**config.mk**
```make
export PLATFORM = sky130hd
export DESIGN_NAME = shadow_update_ctrl
export DESIGN_NICKNAME = d
export VERILOG_FILES = /design/src/rtl/shadow_pkg.sv /design/src/rtl/shadow_stage.sv /design/src/rtl/shadow_policy.sv /design/src/rtl/shadow_active.sv /design/src/rtl/shadow_update_ctrl.sv
export SDC_FILE = /design/constraint.sdc
export NUM_CORES = 1
export LEC_CHECK = 0
export ABC_AREA = 1
export BUFFER_PORTS_ARGS = -buffer_cell sky130_fd_sc_hd__buf_4
export CAP_MARGIN = 20
export CORE_MARGIN = 2
export CORE_UTILIZATION = 50
export DETAILED_ROUTE_END_ITERATION = 10
export PLACE_DENSITY = 0.71
export SLEW_MARGIN = 20
export SYNTH_ARGS = -nofsm -noshare
export SYNTH_HDL_FRONTEND = slang
export SYNTH_SLANG_ARGS = --single-unit
```
**constraint.sdc**
```tcl
create_clock -name clk -period 3.2 [get_ports clk]
set_clock_uncertainty 0.1 [all_clocks]
set_input_delay 0.64 -clock clk [delete_from_list [all_inputs] [get_ports clk]]
set_output_delay 0.64 -clock clk [all_outputs]
set_load 0.02 [all_outputs]
```
**src/rtl/shadow_pkg.sv**
```systemverilog
package shadow_pkg;
    parameter int DATA_W = 8;
    parameter int CMP_W  = 12;
    parameter int CFG_W  = 8;
    parameter int ADDR_W = 4;
    parameter int N_CMP  = 4;
    localparam int HI_W  = CMP_W - DATA_W;
    localparam int SEL_W = $clog2(N_CMP);

    typedef logic [CMP_W-1:0] cmp_t;

    typedef enum logic [SEL_W-1:0] {
        CMP_A_SET = 2'd0,
        CMP_A_RST = 2'd1,
        CMP_B_SET = 2'd2,
        CMP_B_RST = 2'd3
    } cmp_sel_e;

    typedef struct packed {
        logic [CFG_W-1:0]     cfg;
        logic                 mode;
        cmp_t [N_CMP-1:0]     cmp;
    } regset_t;

    // bit 0 hold, bit 1 trigger-on-write, bit 2 mirror
    typedef struct packed {
        logic fifty;
        logic autolock;
        logic lock;
    } ctrl_t;
    localparam int CTRL_W = $bits(ctrl_t);

    localparam logic [ADDR_W-1:0] ADDR_CTRL     = 4'd0;
    localparam logic [ADDR_W-1:0] ADDR_CFG      = 4'd1;
    localparam logic [ADDR_W-1:0] ADDR_MODE     = 4'd2;
    localparam logic [ADDR_W-1:0] ADDR_CMP_BASE = 4'd4;

    typedef enum logic [2:0] {
        WK_NONE, WK_CTRL, WK_CFG, WK_MODE, WK_CMP_HI, WK_CMP_LO
    } wkind_e;

    typedef struct packed {
        wkind_e            kind;
        cmp_sel_e          sel;
        logic [DATA_W-1:0] data;
    } wdec_t;

    typedef enum logic [1:0] {
        POL_FREE, POL_HOLD, POL_TRIGGER
    } policy_e;

    function automatic wdec_t decode_write(input logic en,
                                           input logic [ADDR_W-1:0] a,
                                           input logic [DATA_W-1:0] d);
        wdec_t r;
        logic [ADDR_W-1:0] off;
        r.kind = WK_NONE;
        r.sel  = CMP_A_SET;
        r.data = d;
        off    = a - ADDR_CMP_BASE;
        if (en) begin
            if (a == ADDR_CTRL)      r.kind = WK_CTRL;
            else if (a == ADDR_CFG)  r.kind = WK_CFG;
            else if (a == ADDR_MODE) r.kind = WK_MODE;
            else if (a >= ADDR_CMP_BASE && int'(off) < 2 * N_CMP) begin
                r.sel  = cmp_sel_e'(off[SEL_W:1]);
                r.kind = off[0] ? WK_CMP_LO : WK_CMP_HI;
            end
        end
        return r;
    endfunction

    // trigger-on-write outranks the hold bit
    function automatic policy_e pick_policy(input logic trig_eff, input logic hold);
        if (trig_eff)  return POL_TRIGGER;
        else if (hold) return POL_HOLD;
        else           return POL_FREE;
    endfunction
endpackage

```
**src/rtl/shadow_stage.sv**
```systemverilog
module shadow_stage
    import shadow_pkg::*;
(
    input  logic    clk,
    input  logic    rst,
    input  wdec_t   wd_i,
    input  logic    xfer_i,
    output regset_t staged_o,
    output ctrl_t   ctrl_o,
    output logic    pending_o,
    output logic    rb_seen_o
);
    regset_t         staged_q;
    ctrl_t           ctrl_q;
    logic [HI_W-1:0] hold_q;
    logic            pending_q;
    logic            rb_q;

    always_ff @(posedge clk) begin
        if (rst) begin
            staged_q  <= '0;
            ctrl_q    <= '0;
            hold_q    <= '0;
            pending_q <= 1'b0;
            rb_q      <= 1'b0;
        end else begin
            // Clear on transfer first; a write in the same cycle sets the flags again.
            if (xfer_i) begin
                pending_q <= 1'b0;
                rb_q      <= 1'b0;
            end
            case (wd_i.kind)
                WK_CTRL: ctrl_q <= ctrl_t'(wd_i.data[CTRL_W-1:0]);
                WK_CFG: begin
                    staged_q.cfg <= wd_i.data[CFG_W-1:0];
                    pending_q    <= 1'b1;
                end
                WK_MODE: begin
                    staged_q.mode <= wd_i.data[0];
                    pending_q     <= 1'b1;
                end
                WK_CMP_HI: hold_q <= wd_i.data[HI_W-1:0];
                WK_CMP_LO: begin
                    staged_q.cmp[wd_i.sel] <= {hold_q, wd_i.data};
                    pending_q              <= 1'b1;
                    if (wd_i.sel == CMP_B_RST) rb_q <= 1'b1;
                end
                default: ;
            endcase
        end
    end

    assign staged_o  = staged_q;
    assign ctrl_o    = ctrl_q;
    assign pending_o = pending_q;
    assign rb_seen_o = rb_q;

    // a transfer is only ever requested while something is pending
    a_r10_xfer_needs_pending: assert property (@(posedge clk) disable iff (rst)
        xfer_i |-> pending_q);

    // a high-byte write alone never raises the pending flag
    a_r9_hi_byte_no_pending: assert property (@(posedge clk) disable iff (rst)
        (wd_i.kind == WK_CMP_HI && !pending_q) |=> !pending_q);
endmodule

```
**src/rtl/shadow_policy.sv**
```systemverilog
module shadow_policy
    import shadow_pkg::*;
(
    input  logic clk,
    input  logic rst,
    input  logic run_i,
    input  logic eoc_i,
    input  logic lock_i,
    input  logic autolock_i,
    input  logic pending_i,
    input  logic rb_seen_i,
    output logic xfer_o
);
    logic    trig_eff_q;
    policy_e pol;

    // The trigger-on-write bit is sampled only at a cycle boundary.
    always_ff @(posedge clk) begin
        if (rst)        trig_eff_q <= 1'b0;
        else if (eoc_i) trig_eff_q <= autolock_i;
    end

    always_comb begin
        pol    = pick_policy(trig_eff_q, lock_i);
        xfer_o = 1'b0;
        if (!run_i) begin
            xfer_o = pending_i;
        end else if (eoc_i && pending_i) begin
            unique case (pol)
                POL_TRIGGER: xfer_o = rb_seen_i;
                POL_HOLD:    xfer_o = 1'b0;
                default:     xfer_o = 1'b1;
            endcase
        end
    end

    // while running, loads happen only on an end-of-cycle strobe
    a_r3_running_only_at_eoc: assert property (@(posedge clk) disable iff (rst)
        (run_i && !eoc_i) |-> !xfer_o);

    // hold bit without trigger mode blocks running transfers
    a_r6_locked_hold: assert property (@(posedge clk) disable iff (rst)
        (run_i && lock_i && !trig_eff_q) |-> !xfer_o);

    // trigger mode waits for the output-B reset write
    a_r4_auto_needs_rb: assert property (@(posedge clk) disable iff (rst)
        (run_i && trig_eff_q && !rb_seen_i) |-> !xfer_o);

    // the effective trigger mode moves only at a cycle boundary
    a_r5_autolock_moves_at_eoc: assert property (@(posedge clk) disable iff (rst)
        !eoc_i |=> $stable(trig_eff_q));
endmodule

```
**src/rtl/shadow_active.sv**
```systemverilog
module shadow_active
    import shadow_pkg::*;
(
    input  logic    clk,
    input  logic    rst,
    input  logic    xfer_i,
    input  regset_t staged_i,
    input  logic    fifty_i,
    output regset_t act_o,
    output logic    done_o
);
    regset_t act_q;
    logic    done_q;

    always_ff @(posedge clk) begin
        if (rst) begin
            act_q  <= '0;
            done_q <= 1'b0;
        end else begin
            done_q <= xfer_i;
            if (xfer_i) act_q <= staged_i;
        end
    end

    always_comb begin
        act_o = act_q;
        if (fifty_i) begin
            act_o.cmp[CMP_A_SET] = act_q.cmp[CMP_B_SET];
            act_o.cmp[CMP_A_RST] = act_q.cmp[CMP_B_RST];
        end
    end

    assign done_o = done_q;

    // the active layer holds still unless a transfer was granted
    a_r2_active_held: assert property (@(posedge clk) disable iff (rst)
        !xfer_i |=> $stable(act_q));
endmodule

```
**src/rtl/shadow_update_ctrl.sv**
```systemverilog
module shadow_update_ctrl
    import shadow_pkg::*;
(
    input  logic              clk,
    input  logic              rst,
    input  logic              wr_en,
    input  logic [ADDR_W-1:0] wr_addr,
    input  logic [DATA_W-1:0] wr_data,
    input  logic              run,
    input  logic              eoc,
    output logic [CFG_W-1:0]  act_cfg,
    output logic              act_mode,
    output logic [CMP_W-1:0]  act_a_set,
    output logic [CMP_W-1:0]  act_a_rst,
    output logic [CMP_W-1:0]  act_b_set,
    output logic [CMP_W-1:0]  act_b_rst,
    output logic              upd_done
);
    wdec_t   wd;
    regset_t staged;
    regset_t act;
    ctrl_t   ctrl;
    logic    pending;
    logic    rb_seen;
    logic    xfer;

    assign wd = decode_write(wr_en, wr_addr, wr_data);

    shadow_stage u_stage (
        .clk       (clk),
        .rst       (rst),
        .wd_i      (wd),
        .xfer_i    (xfer),
        .staged_o  (staged),
        .ctrl_o    (ctrl),
        .pending_o (pending),
        .rb_seen_o (rb_seen)
    );

    shadow_policy u_policy (
        .clk        (clk),
        .rst        (rst),
        .run_i      (run),
        .eoc_i      (eoc),
        .lock_i     (ctrl.lock),
        .autolock_i (ctrl.autolock),
        .pending_i  (pending),
        .rb_seen_i  (rb_seen),
        .xfer_o     (xfer)
    );

    shadow_active u_active (
        .clk      (clk),
        .rst      (rst),
        .xfer_i   (xfer),
        .staged_i (staged),
        .fifty_i  (ctrl.fifty),
        .act_o    (act),
        .done_o   (upd_done)
    );

    assign act_cfg   = act.cfg;
    assign act_mode  = act.mode;
    assign act_a_set = act.cmp[CMP_A_SET];
    assign act_a_rst = act.cmp[CMP_A_RST];
    assign act_b_set = act.cmp[CMP_B_SET];
    assign act_b_rst = act.cmp[CMP_B_RST];

    // a transfer with no write beside it leaves nothing pending
    a_r11_clear_after_xfer: assert property (@(posedge clk) disable iff (rst)
        (xfer && wd.kind == WK_NONE) |=> !pending);
endmodule

```
==> results.md, run 1 <==
* Status: completed
* Total wire length at 11.6 mm
* RSZ-0062 raised after global routing: no
* Vias at 4362
* Synthesized area per cell at 7.41 um^2
* Antenna violations before repair at 0
* Most frequent cell after synthesis: nor2_1
* Final Non-Filler Cells at about 880
* Endpoints failing hold at 0
* Std-Cell Rows at 37
* Primary FF master, synth: dfxtp_1
* CP required at around 2.5 ns
* # setup viols final at 0
* Pin count of the biggest net entering global routing at 71
* Core footprint at 0.0102 mm^2
* Die Span X at roughly 110 um
* Rel. slew slack at between 50% and 60%
* CTS tree: yes
* Number of diodes at 0
* Internal Pwr Total at 2860 uW
* Comb power frac at under 10%
* P_sw at 925 uW
* Post-Syn Instances at around 700
* Layout Utilization at about three fifths
* Starting Density at between 50 and 60%
* Clock root buffer: clkbuf_8
* Synth unique cells at 25
* Net Sw Frac at 24.4%
* Leak at about 0.0027 uW
* DRT Pass-1 Iters at 6
* Via/cell ratio at around 5.0
* Sequential area share after synthesis at about half
* Area of the multi-input gates at around 0.0021 mm^2
* Setup Buffers After CTS at 0
* # hold bufs at CTS at 0
* CP arrival at about 1.7 ns
* # fillers at around 900
* Clock share of power at 47.6%
* Ranking of synthesized cells by area: dfxtp_1 48%, nor2_1 12%, o21ai_0 9.1%, nand2_1 7.9%, buf_4 5.8%
* Number of global-route vias before repair at ~4000
* Post-cts resize count at 0
* HP Class: in -> reg
* Period utilization at between 70% and 80%
* Register area at roughly 0.0025 mm^2
* Inst Count DP at around 840
* First-pass GRT wire length at between 15 and 20 mm
* Endpoint class of the critical path: primary output
* Worst skew pair latency at 0.51 ns
* Worst-path clk slew at roughly 0.060 ns
* Syn Std Cell Area at 0.00520 mm^2
* Post-synth EDFFs at 0
* Die Area at approximately 0.011 mm^2
* Pwr Density at roughly 620 mW/mm^2
* Number of synthesized register bits at 125
* Fin nets at 745
* Synth top area share at about half
* Overall Global Routing Usage at between 20% and 30%
* Design Power at 3780 uW
* HPWL after DPL at just under 8 mm
* 1st-iter DRT viols at ~290
* CTS H-tree lvls at 4
* Post-DRT Antenna Nets at 0
* CP max FO at 25
* Number of max-cap violations at 0
* Port bufs at 74
* DP Area at roughly 0.0055 mm^2
* Setup TNS at 0 ns
* Worst Max-Slew Pin Slew at 0.651 ns
* Ys Warns at 0
* Syn nets at 721
* Die height at 106 um
* Finished Cell Area at roughly 0.006 mm^2
* Total grt overflow at 0
* Tmin final at around 2.5 ns
* Fmax achieved at about 0.40 GHz
* CTS sink cnt at ~130
* Layout cells sized above 1 at between 10% and 20%
* Slew Viols, Final at 0
* Clock buffer count from CTS at 17
* Worst vdd ir at roughly 0.00032 V
* Boundary Pins at 75
* Synth async-reset ratio at 0%
* Post-synth top area cell: dfxtp_1
* Post-route DRC at 0
* Routability Congestion at about 0.86
* DR WL/cell at approximately 13 um
* Setup crit start kind: register
* Clk buf depth at 2
* Setup Crit Path Kind: reg -> out
* Post-synth top cells: 171 x nor2_1, 125 x dfxtp_1, 109 x nand2_1
* Area grow syn2layout at 17.3%
* Power share of the sequential group at 43.4%
[cell type report]
type                            count  area share (%)
Clock inverter                     10            1.44
Inverter                           32            1.97
Clock buffer                       22            7.92
Multi-Input combinational cell    469            34.6
Sequential cell                   125            41.1
Tap cell                          136            2.79
Timing Repair Buffer               81            10.2
[cells in the final DEF (no fill, tap or decap), drive strengths merged, types with 4 or more instances in the layout]
cell,n
a21oi,39
buf,81
clkbuf,22
clkinv,7
dfxtp,125
inv,32
nand2,114
nand3,6
nand4,27
nor2,179
nor3,4
o21ai,97
[worst paths after layout]
check                      startpoint             endpoint  slack (ns)  cells after the start
hold reg to reg     u_stage.ctrl_o[1]  u_policy.trig_eff_q        0.36                      2
hold / removal                    rst    u_stage.ctrl_o[0]        0.24                      2
setup / recovery    u_stage.ctrl_o[2]         act_a_set[9]        0.72                      5
setup reg to reg  u_policy.trig_eff_q   u_active.act_q[22]        1.36                      9
[per-stage QoR]
stage | hold slack (ns) | setup slack [ns]
after floorplan | 0.330 | 1.25
after global placement | 0.344 | 0.793
after detailed placement | 0.348 | 0.682
after CTS | 0.226 | 0.666
after global routing | 0.224 | 0.532
final | 0.237 | 0.725
[metal layers]
layer	share of wire [%]	GRT usage (%)	vias up
met5	0	0	-
met3	3.9	5.40	14
met4	0.96	5.36	0
met2	47	34.9	92
li1	-	-	2276
met1	48	30.2	1980
[cells by family after synthesis]
group / count (synthesis) / share of synthesized area, %
and+or+nand+nor: 330 / 26.7
AOI/OAI and AO/OA: 137 / 13.4
DFF: 125 / 48.1
buffers and inverters: 108 / 11.2
adders and majority gates: 2 / 0.481
[registers in the layout (all words and copies together) (netlist names)]
name and cells:
u_stage.rb_seen_o 1, u_active.done_o 1, u_stage.staged_o 57, u_active.act_o 33
u_active.act_q 24, u_policy.trig_eff_q 1, u_stage.pending_o 1, u_stage.ctrl_o 3
u_stage.hold_q 4
[power by group through the flow]
stage / logic, uW / registers, uW / clock network (uW)
after CTS: 343 / 1640 / 1820
final: 342 / 1640 / 1800
after global placement: 333 / 1670 / 0
after floorplan: 259 / 1670 / 0
after detailed placement: 341 / 1680 / 0
after global routing: 382 / 1650 / 1910
[worst max-delay path: stages, from the launching register on]
cell and delay (ns):
dfxtp_1 0.29, buf_4 0.21, inv_2 0.38, nand2_1 0.12
nand2_1 0.08, buf_4 0.13
Power figures use the tool's default switching activity.
==> inputs of run 2 (changes only) <==
ABC_AREA = 0   (was 1)
PLACE_DENSITY = 0.74   (was 0.71)
clock period = 2.1 ns   (was 3.2 ns; I/O delays follow)
==> run 2 against run 1 <==
  * Cell count is 14% lower
  * Die area fell by 2.4%
  * Synthesized cell count down 18%
  * Via count fell by 9.2%
  * Critical path type unchanged
  * The flow now finishes with violations (negative setup slack)
==> results.md, run 2 <==
* Dpl ws at approximately 0.063 ns
* Number of max-cap violations at 0
* Commonest non-fill, non-tap cell in the layout: nand2_1
* Via/cell ratio at approximately 5.2
* Core footprint at around 0.0098 mm^2
* Std-Cell Rows at 36
* Max reg flops at 57
* 1st-iter DRT viols at 221
* Die Span X at about 100 um
* Status: finished, violations left
* Tmin final at approximately 2.1 ns
* Worst hold slack at 0.0873 ns
* Setup crit start kind: register
* # hold bufs at CTS at 0
* Worst vdd ir at ~0.00056 V
* Layout Utilization at between 60 and 70%
* Die height at between 100 and 150 um
* Clock root buffer: clkbuf_8
* Worst-path clk slew at around 0.060 ns
* Boundary Pins at between 70 and 80
* Synthesized area per cell at ~8.8 um^2
* Worst Max-Slew Pin Slew at 0.585 ns
* Post-Syn Instances at about 570
* Port bufs at between 70 and 80
* HPWL after DPL at around 6.7 mm
* Fin nets at 629
* Post-route DRC at 0
* Synth async-reset ratio at 0%
* Routability Congestion at ~0.75
* Antenna violations before repair at 0
* Period utilization at 100%
* CP required at between 1.5 and 2 ns
* CP max FO at 6
* Slowest cell on crit path: dfxtp_4
* Vias at roughly 4000
* Final WS setup at -0.00812 ns
* Failing checks: negative setup slack
* Most frequent cells in the layout: 144 x nand2_1, 124 x dfxtp_1, 72 x a21oi_1
* Slowest Stage Delay on Critical Path at around 0.43 ns
* RSZ-0062 raised after global routing: yes
* Total wire length at ~12 mm
* Endpoints failing hold at 0
* Cell Chain, Critical Path: clkbuf_16 > mux2_4 > buf_6
* Overall Global Routing Usage at a little over a fifth
* Clk buf depth at 2
* Ys Warns at 0
* Most frequent cell after synthesis: nand2_1
* Setup Crit Path Kind: reg -> out
* CP arrival at around 1.6 ns
* DRT Pass-1 Iters at 5
* Number of synthesized register bits at between 100 and 150
* Total grt overflow at 0
* Primary FF master, synth: dfxtp_1
* Syn Std Cell Area at about 0.0051 mm^2
* Leak at roughly 0.0026 uW
* Pwr Density at roughly 870 mW/mm^2
* # setup viols final at 2
* Post-synth EDFFs at 0
* CTS sink cnt at between 100 and 150
* Post-synth top cells: 144 x nand2_1, 125 x dfxtp_1, 72 x a21oi_1
* Clock buffer count from CTS at 17
* Worst skew pair latency at 0.51 ns
* Number of global-route vias before repair at ~3700
* Syn nets at approximately 590
* Area grow syn2layout at 26.4%
* Starting Density at between 50% and 60%
* Post-DRT Antenna Nets at 0
* CTS H-tree lvls at 4
* Die Area at around 0.011 mm^2
* Rel. slew slack at roughly 61%
* Fmax achieved at around 0.47 GHz
* Synth unique cells at 33
* R2r worst-path depth at 5
* Pin count of the biggest net entering global routing at around 130
* Sequential area share after synthesis at 49.4%
* DR WL/cell at 15.4 um
* First-pass GRT wire length at approximately 18 mm
* Post-synth top area cell: dfxtp_1
* Hold Crit Depth at 3
* Ranking of synthesized cells by area: dfxtp_1 49%, nand2_1 11%, mux2i_1 10%, a21oi_1 7.1%, buf_4 5.5%
* Layout cells sized above 1 at about a quarter
* Endpoint class of the critical path: primary output
* Number of diodes at 0
* CTS tree: yes
* HP Class: in -> reg
* Synth top area share at 49.4%
* Slew Viols, Final at 0
run 2: worst max-delay path, delay by kind of cell, from the launching register on:
kind | cells | cell delay (ns)
buf+inv | 2 | 0.32
flops | 1 | 0.43
mux | 1 | 0.31
run 2: area by class of cell:
class	instances	area, um^2
clock buffers	19	422
clock inverters	13	173
fillers	803	3410
inverters	2	7.51
multi-input cells	373	2230
flip-flops and latches	125	2510
well taps	133	166
repair buffers	91	903
run 2: cell families after synthesis:
logic type               after synthesis  share of synthesized area [%]
adder cells (fa/ha/maj)                2                          0.494
buffers and inverters                 75                           8.71
XOR/XNOR                               2                          0.494
multiplexers                          76                           15.6
AND/OR/NAND/NOR                      217                           17.7
AO/OA/AOI/OAI                         76                           7.68
flip-flops                           125                           49.4
run 2: what timing repair did:
action / CTS / global route
endpoints found under the hold margin: 0 / 0
setup buffers: 1 / 1
endpoints found under the setup margin: 24 / 24
gates cloned: 1 / 2
resized for setup: 16 / 35
run 2: metal layers:
metal	vias up	GRT usage, %	share of wire [%]
li1	1925	-	-
met5	-	0	0
met4	0	7.62	1.6
met1	1897	25.5	45
met2	123	33.8	48
met3	16	7.55	5.6
run 2: power by group:
part	switching [uW]	leakage, uW	internal, uW
Clock	1020	0.000287	1910
Combinational	160	0.00126	86.7
Sequential	13.2	0.00101	2390
run 2: path summary, 6_finish.rpt:
| kind | start | end | slack (ns) |
|---|---|---|---|
| setup / recovery | u_stage.ctrl_o[2] | act_a_rst[4] | -0.008 |
| hold / removal | eoc | u_policy.trig_eff_q | 0.09 |
| setup reg to reg | u_stage.pending_o | u_active.act_o[27] | 0.36 |
| hold reg to reg | u_stage.staged_o[14] | u_active.act_q[14] | 0.35 |
run 2: per-stage QoR:
step                cells  total power, uW   TNS, ns  cell area [um^2]
finish                756             5580  -0.00974              6410
floorplan             573             2610         0              5070
detailed placement    719             2690         0              5540
CTS                   753             5600    -0.320              6220
global route          756             5740    -0.613              6410
global placement      719             2690         0              5540
==> inputs of run 3 (changes only) <==
PLACE_DENSITY = 0.71   (was 0.74)
clock period = 2.45 ns   (was 2.1 ns; I/O delays follow)
==> run 3 against run 2 <==
  * The flow now finishes without violations
  * Sequential power fell by 14%
  * Clock-buffer cell count down 1
  * Die area stayed put
  * Combinational power decreased by 20%
  * Power shrank 19%
  * First-iteration DRC count is 23% lower
  * Critical endpoint is now act_a_rst[8]
  * Largest cell class unchanged
  * Highest routed layer unchanged
==> results.md, run 3 (synthesis results as in run 2) <==
* Status: completed
* Layout cells sized above 1 at approximately a quarter
* Die Span X at around 100 um
* Worst skew pair latency at ~0.52 ns
* 1st-iter DRT viols at 170
* Worst-path clk slew at approximately 0.060 ns
* Post-cts resize count at 0
* Post-route DRC at 0
* # fillers at roughly 890
* Fmax achieved at approximately 0.43 GHz
* Inst Count DP at ~720
* DR WL/cell at around 14 um
* CP arrival at roughly 1.7 ns
* Endpoint class of the critical path: primary output
* DRT Pass-1 Iters at 4
* Port bufs at 74
* Core footprint at a little under 0.01 mm^2
* Overall Global Routing Usage at 20.1%
* Die Area at between 0.01 and 0.015 mm^2
* Rel. slew slack at a little over three fifths
* Total wire length at between 10 and 15 mm
* CP max FO at 25
* Routability Congestion at 0.759
* Worst Max-Slew Pin Slew at ~0.56 ns
* CTS sink cnt at 125
* Top cell by count, worst path: buf_4
* Post-DRT Antenna Nets at 0
* Number of diodes at 0
* Max reg flops at 57
* Pwr Density at 750 mW/mm^2
* Via/cell ratio at between 5 and 6
* Setup Buffers After CTS at 0
* Bufs and invs on worst path at 2
* Number of global-route vias before repair at 3664
* Layout Utilization at between 60 and 70%
* Final WS setup at 0.122 ns
* Setup crit start kind: register
* Starting Density at just over 50%
* Die height at between 100 and 150 um
* CP required at roughly 1.9 ns
* HP Class: in -> reg
* Worst vdd ir at 0.000463 V
* Fin nets at between 600 and 700
* Design Power at between 4000 and 5000 uW
* Number of max-cap violations at 0
* Family with the most delay on the worst path: buffers and inverters
* Clk buf depth at 2
* Clock buffer count from CTS at 17
* Total grt overflow at 0
* Period utilization at 95.0%
* Commonest non-fill, non-tap cell in the layout: nand2_1
* Boundary Pins at 75
* Vias at approximately 3800
* Cell Chain, Critical Path: buf_4 > mux2_2 > buf_4
* Register area at about 0.0025 mm^2
* HPWL after DPL at 6.78 mm
* Setup TNS at 0 ns
* Area grow syn2layout at 18.8%
* Final Non-Filler Cells at about 750
* Pin count of the biggest net entering global routing at ~130
* Antenna violations before repair at 0
* Slew Viols, Final at 0
* # hold bufs at CTS at 0
* Most frequent cells in the layout: 144 x nand2_1, 125 x dfxtp_1, 85 x buf_4
* Setup Crit Path Kind: reg -> out
* Tmin final at between 2 and 2.5 ns
* Slowest cell on crit path: mux2_2
* RSZ-0062 raised after global routing: no
* Area of the multi-input gates at 0.00214 mm^2
* CTS H-tree lvls at 4
* Std-Cell Rows at 36
* Leak at between 0.002 and 0.0025 uW
* Dpl ws at approximately 0.21 ns
* Slowest Stage Delay on Critical Path at 0.42 ns
* # setup viols final at 0
* CTS tree: yes
* Clock root buffer: clkbuf_8
* Endpoints failing hold at 0
* First-pass GRT wire length at around 18 mm
[run 3: changes by cell type in the layout (fill, tap and decap cells not counted), sizes merged]
cell,change
buf,-3
inv,+1
clkbuf,-3
clkinvlp,+3
bufinv,-3
[run 3: tightest hold or removal path: cells and delay by family]
family                 cells  cell delay, ns
muxes                      1            0.06
and+or+nand+nor            1            0.08
buffers and inverters      1            0.10
[run 3: layout make-up]
| cell class | count | share of cell area, % |
|---|---|---|
| multi-input cells | 373 | 35.5 |
| clock inverters | 14 | 2.01 |
| well taps | 133 | 2.76 |
| flip-flops and latches | 125 | 41.5 |
| repair buffers | 86 | 10.9 |
| inverters | 2 | 0.125 |
| clock buffers | 18 | 7.10 |
[run 3: through the flow]
step / instance area, um^2 / hold slack (ns)
6_report: 6020 / 0.154
4_1_cts: 6020 / 0.145
5_1_grt: 6020 / 0.164
3_3_place_gp: 5480 / 0.338
2_1_floorplan: 5070 / 0.331
3_5_place_dp: 5480 / 0.347
[run 3: where the power goes]
group          switching (uW)  total, uW  internal (uW)
clock                     900       2260           1360
combinational             132        198           65.9
sequential               9.85       2060           2050
[run 3: layer usage]
metal | up-vias | global-route usage, % | wire length [um]
met5 | - | 0 | 0
met4 | 0 | 8.00 | 169
met3 | 18 | 4.74 | 460
met2 | 75 | 33.6 | 5200
met1 | 1801 | 25.0 | 4800
li1 | 1922 | - | -
[run 3: worst paths after layout]
path	start	to	slack (ns)	cells after the start
worst max-delay path	u_stage.ctrl_o[2]	act_a_rst[8]	0.12	3
worst min-delay path	eoc	u_policy.trig_eff_q	0.15	3
worst max register to register	u_stage.pending_o	u_active.act_q[16]	0.93	5
worst min register to register	u_active.act_q[17]	u_active.act_q[17]	0.35	2
